<file path="config.mk">
export PLATFORM = sky130hd
export DESIGN_NAME = adc_seq_top
export DESIGN_NICKNAME = d
export VERILOG_FILES = /design/src/rtl/adc_seq_pkg.sv /design/src/rtl/adc_seq_store.sv /design/src/rtl/adc_seq_timer.sv /design/src/rtl/adc_seq_ctrl.sv /design/src/rtl/adc_seq_top.sv
export SDC_FILE = /design/constraint.sdc
export NUM_CORES = 1
export LEC_CHECK = 0
export BUFFER_PORTS_ARGS = -buffer_cell sky130_fd_sc_hd__buf_4
export CORE_MARGIN = 4
export CORE_UTILIZATION = 45
export DETAILED_ROUTE_END_ITERATION = 10
export GPL_TIMING_DRIVEN = 0
export SYNTH_ARGS = -nofsm -noshare
export SYNTH_HDL_FRONTEND = slang
export SYNTH_HIERARCHICAL = 1
export SYNTH_SLANG_ARGS = --single-unit
</file>
<file path="constraint.sdc">
create_clock -name clk -period 3.1 [get_ports clk]
set_input_delay 0.31 -clock clk [delete_from_list [all_inputs] [get_ports clk]]
set_output_delay 0.31 -clock clk [all_outputs]
set_load 0.01 [all_outputs]
</file>
<file path="src/rtl/adc_seq_pkg.sv">
package adc_seq_pkg;
  localparam int WORD_W    = 32;
  localparam int MATCH_LSB = 8;
  localparam int MATCH_W   = 14;
  localparam int CHAN_W    = 3;
  localparam int BR_LSB    = 6;
  localparam int THR_LSB   = 22;
  localparam int RST_BIT   = 24;
  localparam int UPD_BIT   = 31;

  typedef enum logic [1:0] {
    BR_NEXT  = 2'd0,
    BR_FIRST = 2'd1,
    BR_RSV2  = 2'd2,
    BR_RSV3  = 2'd3
  } branch_e;

  typedef struct packed {
    logic               upd;
    logic               rst_tmr;
    logic [1:0]         thr;
    logic [MATCH_W-1:0] match;
    branch_e            branch;
    logic [CHAN_W-1:0]  chan;
  } desc_t;

  function automatic desc_t decode(input logic [WORD_W-1:0] w);
    desc_t d;
    d.upd     = w[UPD_BIT];
    d.rst_tmr = w[RST_BIT];
    d.thr     = w[THR_LSB +: 2];
    d.match   = w[MATCH_LSB +: MATCH_W];
    d.branch  = branch_e'(w[BR_LSB +: 2]);
    d.chan    = w[CHAN_W-1:0];
    return d;
  endfunction
endpackage

</file>
<file path="src/rtl/adc_seq_store.sv">
module adc_seq_store
  import adc_seq_pkg::*;
#(
  parameter int ENTRY_W = 3
) (
  input  logic               clk,
  input  logic               rst_n,
  input  logic               we,
  input  logic               wtab,
  input  logic [ENTRY_W-1:0] widx,
  input  logic [WORD_W-1:0]  wdata,
  input  logic               ra_tab,
  input  logic [ENTRY_W-1:0] ra_idx,
  output logic [WORD_W-1:0]  ra_word,
  input  logic               rb_tab,
  input  logic [ENTRY_W-1:0] rb_idx,
  output logic [WORD_W-1:0]  rb_word
);
  localparam int SLOTS = 2 * (2 ** ENTRY_W);

  logic [WORD_W-1:0] mem_q [SLOTS];

  for (genvar s = 0; s < SLOTS; s++) begin : g_slot
    always_ff @(posedge clk or negedge rst_n) begin
      if (!rst_n) begin
        mem_q[s] <= '0;
      end else if (we && ({wtab, widx} == (ENTRY_W+1)'(s))) begin
        mem_q[s] <= wdata;
      end
    end
  end

  assign ra_word = mem_q[{ra_tab, ra_idx}];
  assign rb_word = mem_q[{rb_tab, rb_idx}];
endmodule

</file>
<file path="src/rtl/adc_seq_timer.sv">
module adc_seq_timer #(
  parameter int TMR_W = 14
) (
  input  logic             clk,
  input  logic             rst_n,
  input  logic             clr,
  output logic [TMR_W-1:0] tmr
);
  always_ff @(posedge clk or negedge rst_n) begin
    if (!rst_n) begin
      tmr <= '0;
    end else if (clr) begin
      tmr <= '0;
    end else begin
      tmr <= tmr + 1'b1;
    end
  end
endmodule

</file>
<file path="src/rtl/adc_seq_ctrl.sv">
module adc_seq_ctrl
  import adc_seq_pkg::*;
#(
  parameter int ENTRY_W = 3
) (
  input  logic               clk,
  input  logic               rst_n,
  input  logic               sel_we,
  input  logic               sel_tab_in,
  input  logic [ENTRY_W-1:0] sel_idx_in,
  input  logic               err_clr,
  input  logic               sw_trig,
  input  logic [MATCH_W-1:0] tmr,
  input  logic [WORD_W-1:0]  cur_word,
  input  logic [WORD_W-1:0]  init_word,
  output logic               tmr_clr,
  output logic               sel_tab,
  output logic [ENTRY_W-1:0] sel_idx,
  output logic               run_q,
  output logic               tab_q,
  output logic [ENTRY_W-1:0] idx_q,
  output logic               err_q,
  output logic               conv_valid,
  output logic [CHAN_W-1:0]  conv_chan
);
  desc_t cur_d;
  desc_t init_d;
  logic  fire;
  logic  bad_branch;
  logic  bad_start;
  logic  err_set;
  logic  nxt_tab;
  logic [ENTRY_W-1:0] nxt_idx;

  always_comb begin
    cur_d      = decode(cur_word);
    init_d     = decode(init_word);
    fire       = run_q && (tmr == cur_d.match);
    bad_branch = (cur_d.branch == BR_RSV2) || (cur_d.branch == BR_RSV3);
    bad_start  = !run_q && sw_trig && (init_d.match == '0);
    err_set    = bad_start || (fire && bad_branch);
    tmr_clr    = !run_q || (fire && (cur_d.rst_tmr || bad_branch));
    nxt_tab    = cur_d.upd ? ~tab_q : tab_q;
    nxt_idx    = (cur_d.branch == BR_FIRST) ? '0 : idx_q + 1'b1;
  end

  always_ff @(posedge clk or negedge rst_n) begin
    if (!rst_n) begin
      sel_tab    <= 1'b0;
      sel_idx    <= '0;
      run_q      <= 1'b0;
      tab_q      <= 1'b0;
      idx_q      <= '0;
      err_q      <= 1'b0;
      conv_valid <= 1'b0;
      conv_chan  <= '0;
    end else begin
      conv_valid <= 1'b0;
      if (err_set) begin
        err_q <= 1'b1;
      end else if (err_clr) begin
        err_q <= 1'b0;
      end
      if (!run_q) begin
        if (sel_we) begin
          sel_tab <= sel_tab_in;
          sel_idx <= sel_idx_in;
        end
        if (sw_trig && !bad_start) begin
          run_q <= 1'b1;
          tab_q <= sel_tab;
          idx_q <= sel_idx;
        end
      end else if (fire) begin
        conv_valid <= 1'b1;
        conv_chan  <= cur_d.chan;
        if (bad_branch) begin
          run_q <= 1'b0;
        end else begin
          tab_q <= nxt_tab;
          idx_q <= nxt_idx;
        end
      end
    end
  end
endmodule

</file>
<file path="src/rtl/adc_seq_top.sv">
module adc_seq_top
  import adc_seq_pkg::*;
#(
  parameter int ENTRY_W = 3
) (
  input  logic                 clk,
  input  logic                 rst_n,
  input  logic                 cfg_we,
  input  logic [ENTRY_W+1:0]   cfg_addr,
  input  logic [31:0]          cfg_wdata,
  input  logic                 sw_trig,
  output logic                 conv_valid,
  output logic [2:0]           conv_chan,
  output logic                 run_active,
  output logic                 cur_table,
  output logic [ENTRY_W-1:0]   cur_index,
  output logic                 desc_err
);
  localparam int ADDR_W = ENTRY_W + 2;

  logic               desc_we;
  logic               sel_we;
  logic               err_clr;
  logic [MATCH_W-1:0] tmr_q;
  logic               tmr_clr;
  logic               sel_tab;
  logic [ENTRY_W-1:0] sel_idx;
  logic [WORD_W-1:0]  cur_word;
  logic [WORD_W-1:0]  init_word;

  always_comb begin
    desc_we = cfg_we && !cfg_addr[ADDR_W-1];
    sel_we  = cfg_we && cfg_addr[ADDR_W-1] && !cfg_addr[0];
    err_clr = cfg_we && cfg_addr[ADDR_W-1] && cfg_addr[0] && cfg_wdata[0];
  end

  adc_seq_store #(.ENTRY_W(ENTRY_W)) u_store (
    .clk     (clk),
    .rst_n   (rst_n),
    .we      (desc_we),
    .wtab    (cfg_addr[ENTRY_W]),
    .widx    (cfg_addr[ENTRY_W-1:0]),
    .wdata   (cfg_wdata),
    .ra_tab  (cur_table),
    .ra_idx  (cur_index),
    .ra_word (cur_word),
    .rb_tab  (sel_tab),
    .rb_idx  (sel_idx),
    .rb_word (init_word)
  );

  adc_seq_timer #(.TMR_W(MATCH_W)) u_timer (
    .clk   (clk),
    .rst_n (rst_n),
    .clr   (tmr_clr),
    .tmr   (tmr_q)
  );

  adc_seq_ctrl #(.ENTRY_W(ENTRY_W)) u_ctrl (
    .clk        (clk),
    .rst_n      (rst_n),
    .sel_we     (sel_we),
    .sel_tab_in (cfg_wdata[ENTRY_W]),
    .sel_idx_in (cfg_wdata[ENTRY_W-1:0]),
    .err_clr    (err_clr),
    .sw_trig    (sw_trig),
    .tmr        (tmr_q),
    .cur_word   (cur_word),
    .init_word  (init_word),
    .tmr_clr    (tmr_clr),
    .sel_tab    (sel_tab),
    .sel_idx    (sel_idx),
    .run_q      (run_active),
    .tab_q      (cur_table),
    .idx_q      (cur_index),
    .err_q      (desc_err),
    .conv_valid (conv_valid),
    .conv_chan  (conv_chan)
  );
endmodule

</file>
==> results.txt <==
----------------------------------------------------
[Outcome]
  Status ... finished, violations left
  Violated checks ... setup timing

[CTS]
  CTS sink count ... ~360
  Cell at the root of the clock tree ... sky130_fd_sc_hd__clkbuf_16
  H-tree lvl count ... 2
  Clock edge transition at the registers on the reported setup and hold paths ... approximately 0.060 ns
  CTS tree ... yes
  Worst-Skew Late Latency ... 0.54 ns
  Inserted Clock Buffers ... 42
  Max Root-Sink Buffers ... 3

[Worst setup path]
  R2R Path End ... u_ctrl/conv_chan[2]
  Startpoint of the lowest-slack register-to-register path ... u_ctrl/idx_q[0]
  Startpoint type of the worst setup path ... register
  Biggest fanout along the worst timing path ... 6
  Crit path to ... u_ctrl/conv_chan[2]
  Required @ worst endpoint ... about 3.5 ns
  Worst Setup End Kind ... register
  FF-to-FF setup slack ... -0.05 ns
  Critical path launch point ... u_ctrl/idx_q[0]
  Cells on worst reg2reg path ... 12
  Crit path kind ... reg -> reg
  Endpoint arrival time on the critical path ... ~3.6 ns

[Timing]
  Clk_skew ... between 0.01 and 0.015 ns
  Tightest slew margin relative to the limit ... 46.79%
  Final count of negative-setup-slack endpoints ... 4
  Worst hold slack across all endpoints ... roughly 0.040 ns
  Final sum of negative setup slack ... -0.1678 ns
  Achievable frequency ... 317.1 MHz
  Hold Violations, Final ... 0
  Final-report max-slew violation count ... 0
  Setup repair after global routing missed its margin ... true
  Final period utilization ... 101.7%
  Final worst path period need ... about 3.2 ns
  Transition time at the pin with the least slew margin ... about 0.8 ns
  Smallest setup slack after layout ... -0.05335 ns

[Route]
  Vias/cell ... 6.063
  Remaining routing DRC violations ... 0
  Initial DRC count ... ~1000
  First-pass DRT Iterations ... 5
  Final Routed Wirelength ... approximately 52 mm
  Final routed wire length divided by cell count ... between 20 and 30 um
  Vias after detailed routing ... 11666
  DRT antenna net count ... 0

[Die]
  Placeable core region ... 40100 um^2
  Die Ht ... 210.5 um
  Number of rows created at floorplan ... 73
  Die W ... roughly 210 um
  Die Area ... roughly 44000 um^2
  Number of top-level design ports ... a little over 50
  Initial Util ... approximately 46%

[Place]
  Routability Congestion ... ~0.89
  Post-detail-place hpwl ... 35.62 mm
  Port buffer count ... 39
  Total cell area at the placement stage ... just under 20000 um^2

[Layout]
  # fillers ... around 3300
  Fraction of layout instances using a drive strength above 1 ... a little under three fifths
  Count of antenna diodes in the layout ... 0
  Area of all placed cells without fillers ... roughly 22000 um^2
  Final Util ... 54.76%
  Layout area overhead ... 19.00%
  Net count reported at finish ... roughly 1400

[Power]
  Worst voltage drop across the vdd grid ... about 0.53 mV
  Static Leakage ... 9.475 nW
  Power per cell area ... roughly 900 nW/um^2
  Power consumption ... slightly below 20 mW

[Global route]
  GR Overflow Total ... 0
  Total global routing track utilization ... between 20% and 30%
  Global-route wire length before repair ... approximately 77 mm
  Maximum number of pins on one net before global-route repair ... 110
  Antenna violations before repair ... 1
  Via count of the first global-routing pass ... 12095

[Synthesis]
  Syn Nets ... between 1000 and 1500
  Warnings from Yosys ... 6
  Synth Cell Area ... 18450 um^2
  Syn_area_per_cell ... approximately 15 um^2
  Synthesized instance count ... 1255

[Min path]
  Beginning of the worst hold path ... cfg_wdata[3]
  Path class of the lowest-slack min-delay path ... in -> reg

[Job]
  Max-cap check violation count ... 0

----------------------------------------------------
[placed cells by master (no fill, tap or decap), types with 6 or more instances in the layout]
| master | count |
|---|---|
| sky130_fd_sc_hd__buf_4 | 58 |
| sky130_fd_sc_hd__buf_6 | 8 |
| sky130_fd_sc_hd__xnor2_1 | 8 |
| sky130_fd_sc_hd__clkbuf_8 | 13 |
| sky130_fd_sc_hd__inv_1 | 7 |
| sky130_fd_sc_hd__nand2_1 | 35 |
| sky130_fd_sc_hd__clkbuf_2 | 12 |
| sky130_fd_sc_hd__nor2b_1 | 9 |
| sky130_fd_sc_hd__a21oi_1 | 9 |
| sky130_fd_sc_hd__dfrtp_1 | 361 |
| sky130_fd_sc_hd__nor2_1 | 20 |
| sky130_fd_sc_hd__nand2_2 | 10 |
| sky130_fd_sc_hd__clkbuf_1 | 68 |
| sky130_fd_sc_hd__buf_12 | 8 |
| sky130_fd_sc_hd__mux2_2 | 336 |
| sky130_fd_sc_hd__a22oi_2 | 42 |
| sky130_fd_sc_hd__or3_1 | 6 |
| sky130_fd_sc_hd__buf_2 | 52 |
| sky130_fd_sc_hd__mux4_2 | 140 |
| sky130_fd_sc_hd__clkbuf_16 | 51 |
| sky130_fd_sc_hd__clkbuf_4 | 7 |
| sky130_fd_sc_hd__a22oi_1 | 28 |
| sky130_fd_sc_hd__mux2_4 | 6 |
[per-layer routing]
layer  global-route usage (%)  wire (um)  part of all wire (%)
met1                    32.98      23060                    44
met2                    37.21      25200                    48
met3                    3.691       2362                   4.5
met4                    5.969       1410                   2.7
met5                        0          7                 0.013
[flip-flops by register name, indices dropped and copies added (netlist names)]
register	count
u_ctrl/conv_valid	1
u_timer/tmr	14
u_ctrl/err_q	1
u_ctrl/run_q	1
u_ctrl/sel_tab	1
u_ctrl/tab_q	1
u_ctrl/conv_chan	3
u_ctrl/idx_q	3
u_store/mem_q	336
u_ctrl/sel_idx	3
[layout make-up]
class                   instances  area, um^2  area share [%]
clock inverters                10       158.9          0.7236
clock buffers                  65        1281           5.835
inverters                       7       26.28          0.1197
plain buffers                 157        1022           4.655
flip-flops and latches        364        9112           41.50
well taps                     525       656.9           2.991
repair buffers                 69       699.4           3.185
multi-input cells             727        9001           40.99
[through the flow]
| stage | cells | setup slack [ns] |
|---|---|---|
| final | 1924 | -0.05335 |
| after global routing | 1924 | -0.05992 |
| after CTS | 1903 | 0.002928 |
| after detailed placement | 1822 | -1.327 |
| after global placement | 1819 | -1.931 |
| after floorplan | 1255 | 0.09209 |
[power by group]
part           internal (mW)  total [mW]  switching [mW]
combinational           4.25        8.20            3.94
sequential              5.72        6.47           0.747
clock                   3.17        5.15            1.98
[worst max-delay path, cell delays in order, from the launching register on]
cell,delay (ns)
sky130_fd_sc_hd__dfrtp_2,0.46
sky130_fd_sc_hd__clkbuf_16,0.22
sky130_fd_sc_hd__buf_8,0.15
sky130_fd_sc_hd__buf_12,0.13
sky130_fd_sc_hd__mux4_2,0.51
sky130_fd_sc_hd__a22oi_2,0.23
sky130_fd_sc_hd__nand2_2,0.11
sky130_fd_sc_hd__xnor2_1,0.21
sky130_fd_sc_hd__nand2_2,0.14
sky130_fd_sc_hd__nor2_2,0.16
sky130_fd_sc_hd__and4_1,0.23
sky130_fd_sc_hd__buf_6,0.16
sky130_fd_sc_hd__mux2_4,0.31
[how the worst min path moves through the flow]
stage | endpoint | slack, ns | cells past startpoint
after floorplan | u_ctrl/conv_chan[0] | 0.01 | 0
after global placement | u_store/mem_q[390] | 0.47 | 1
after detailed placement | u_store/mem_q[210] | 0.24 | 1
after CTS | u_ctrl/sel_tab | 0.006 | 2
after global routing | u_ctrl/sel_tab | 0.04 | 2
final | u_ctrl/sel_tab | 0.04 | 2
[repair_timing]
action | CTS | global route
setup buffers | 5 | 15
hold endpoints to repair | 44 | 0
resized for setup | 125 | 71
endpoints found under the setup margin | 24 | 20
hold buffers | 1 | 0
gates cloned | 0 | 6
pin swaps | 11 | 30
Power figures use the tool's default switching activity.
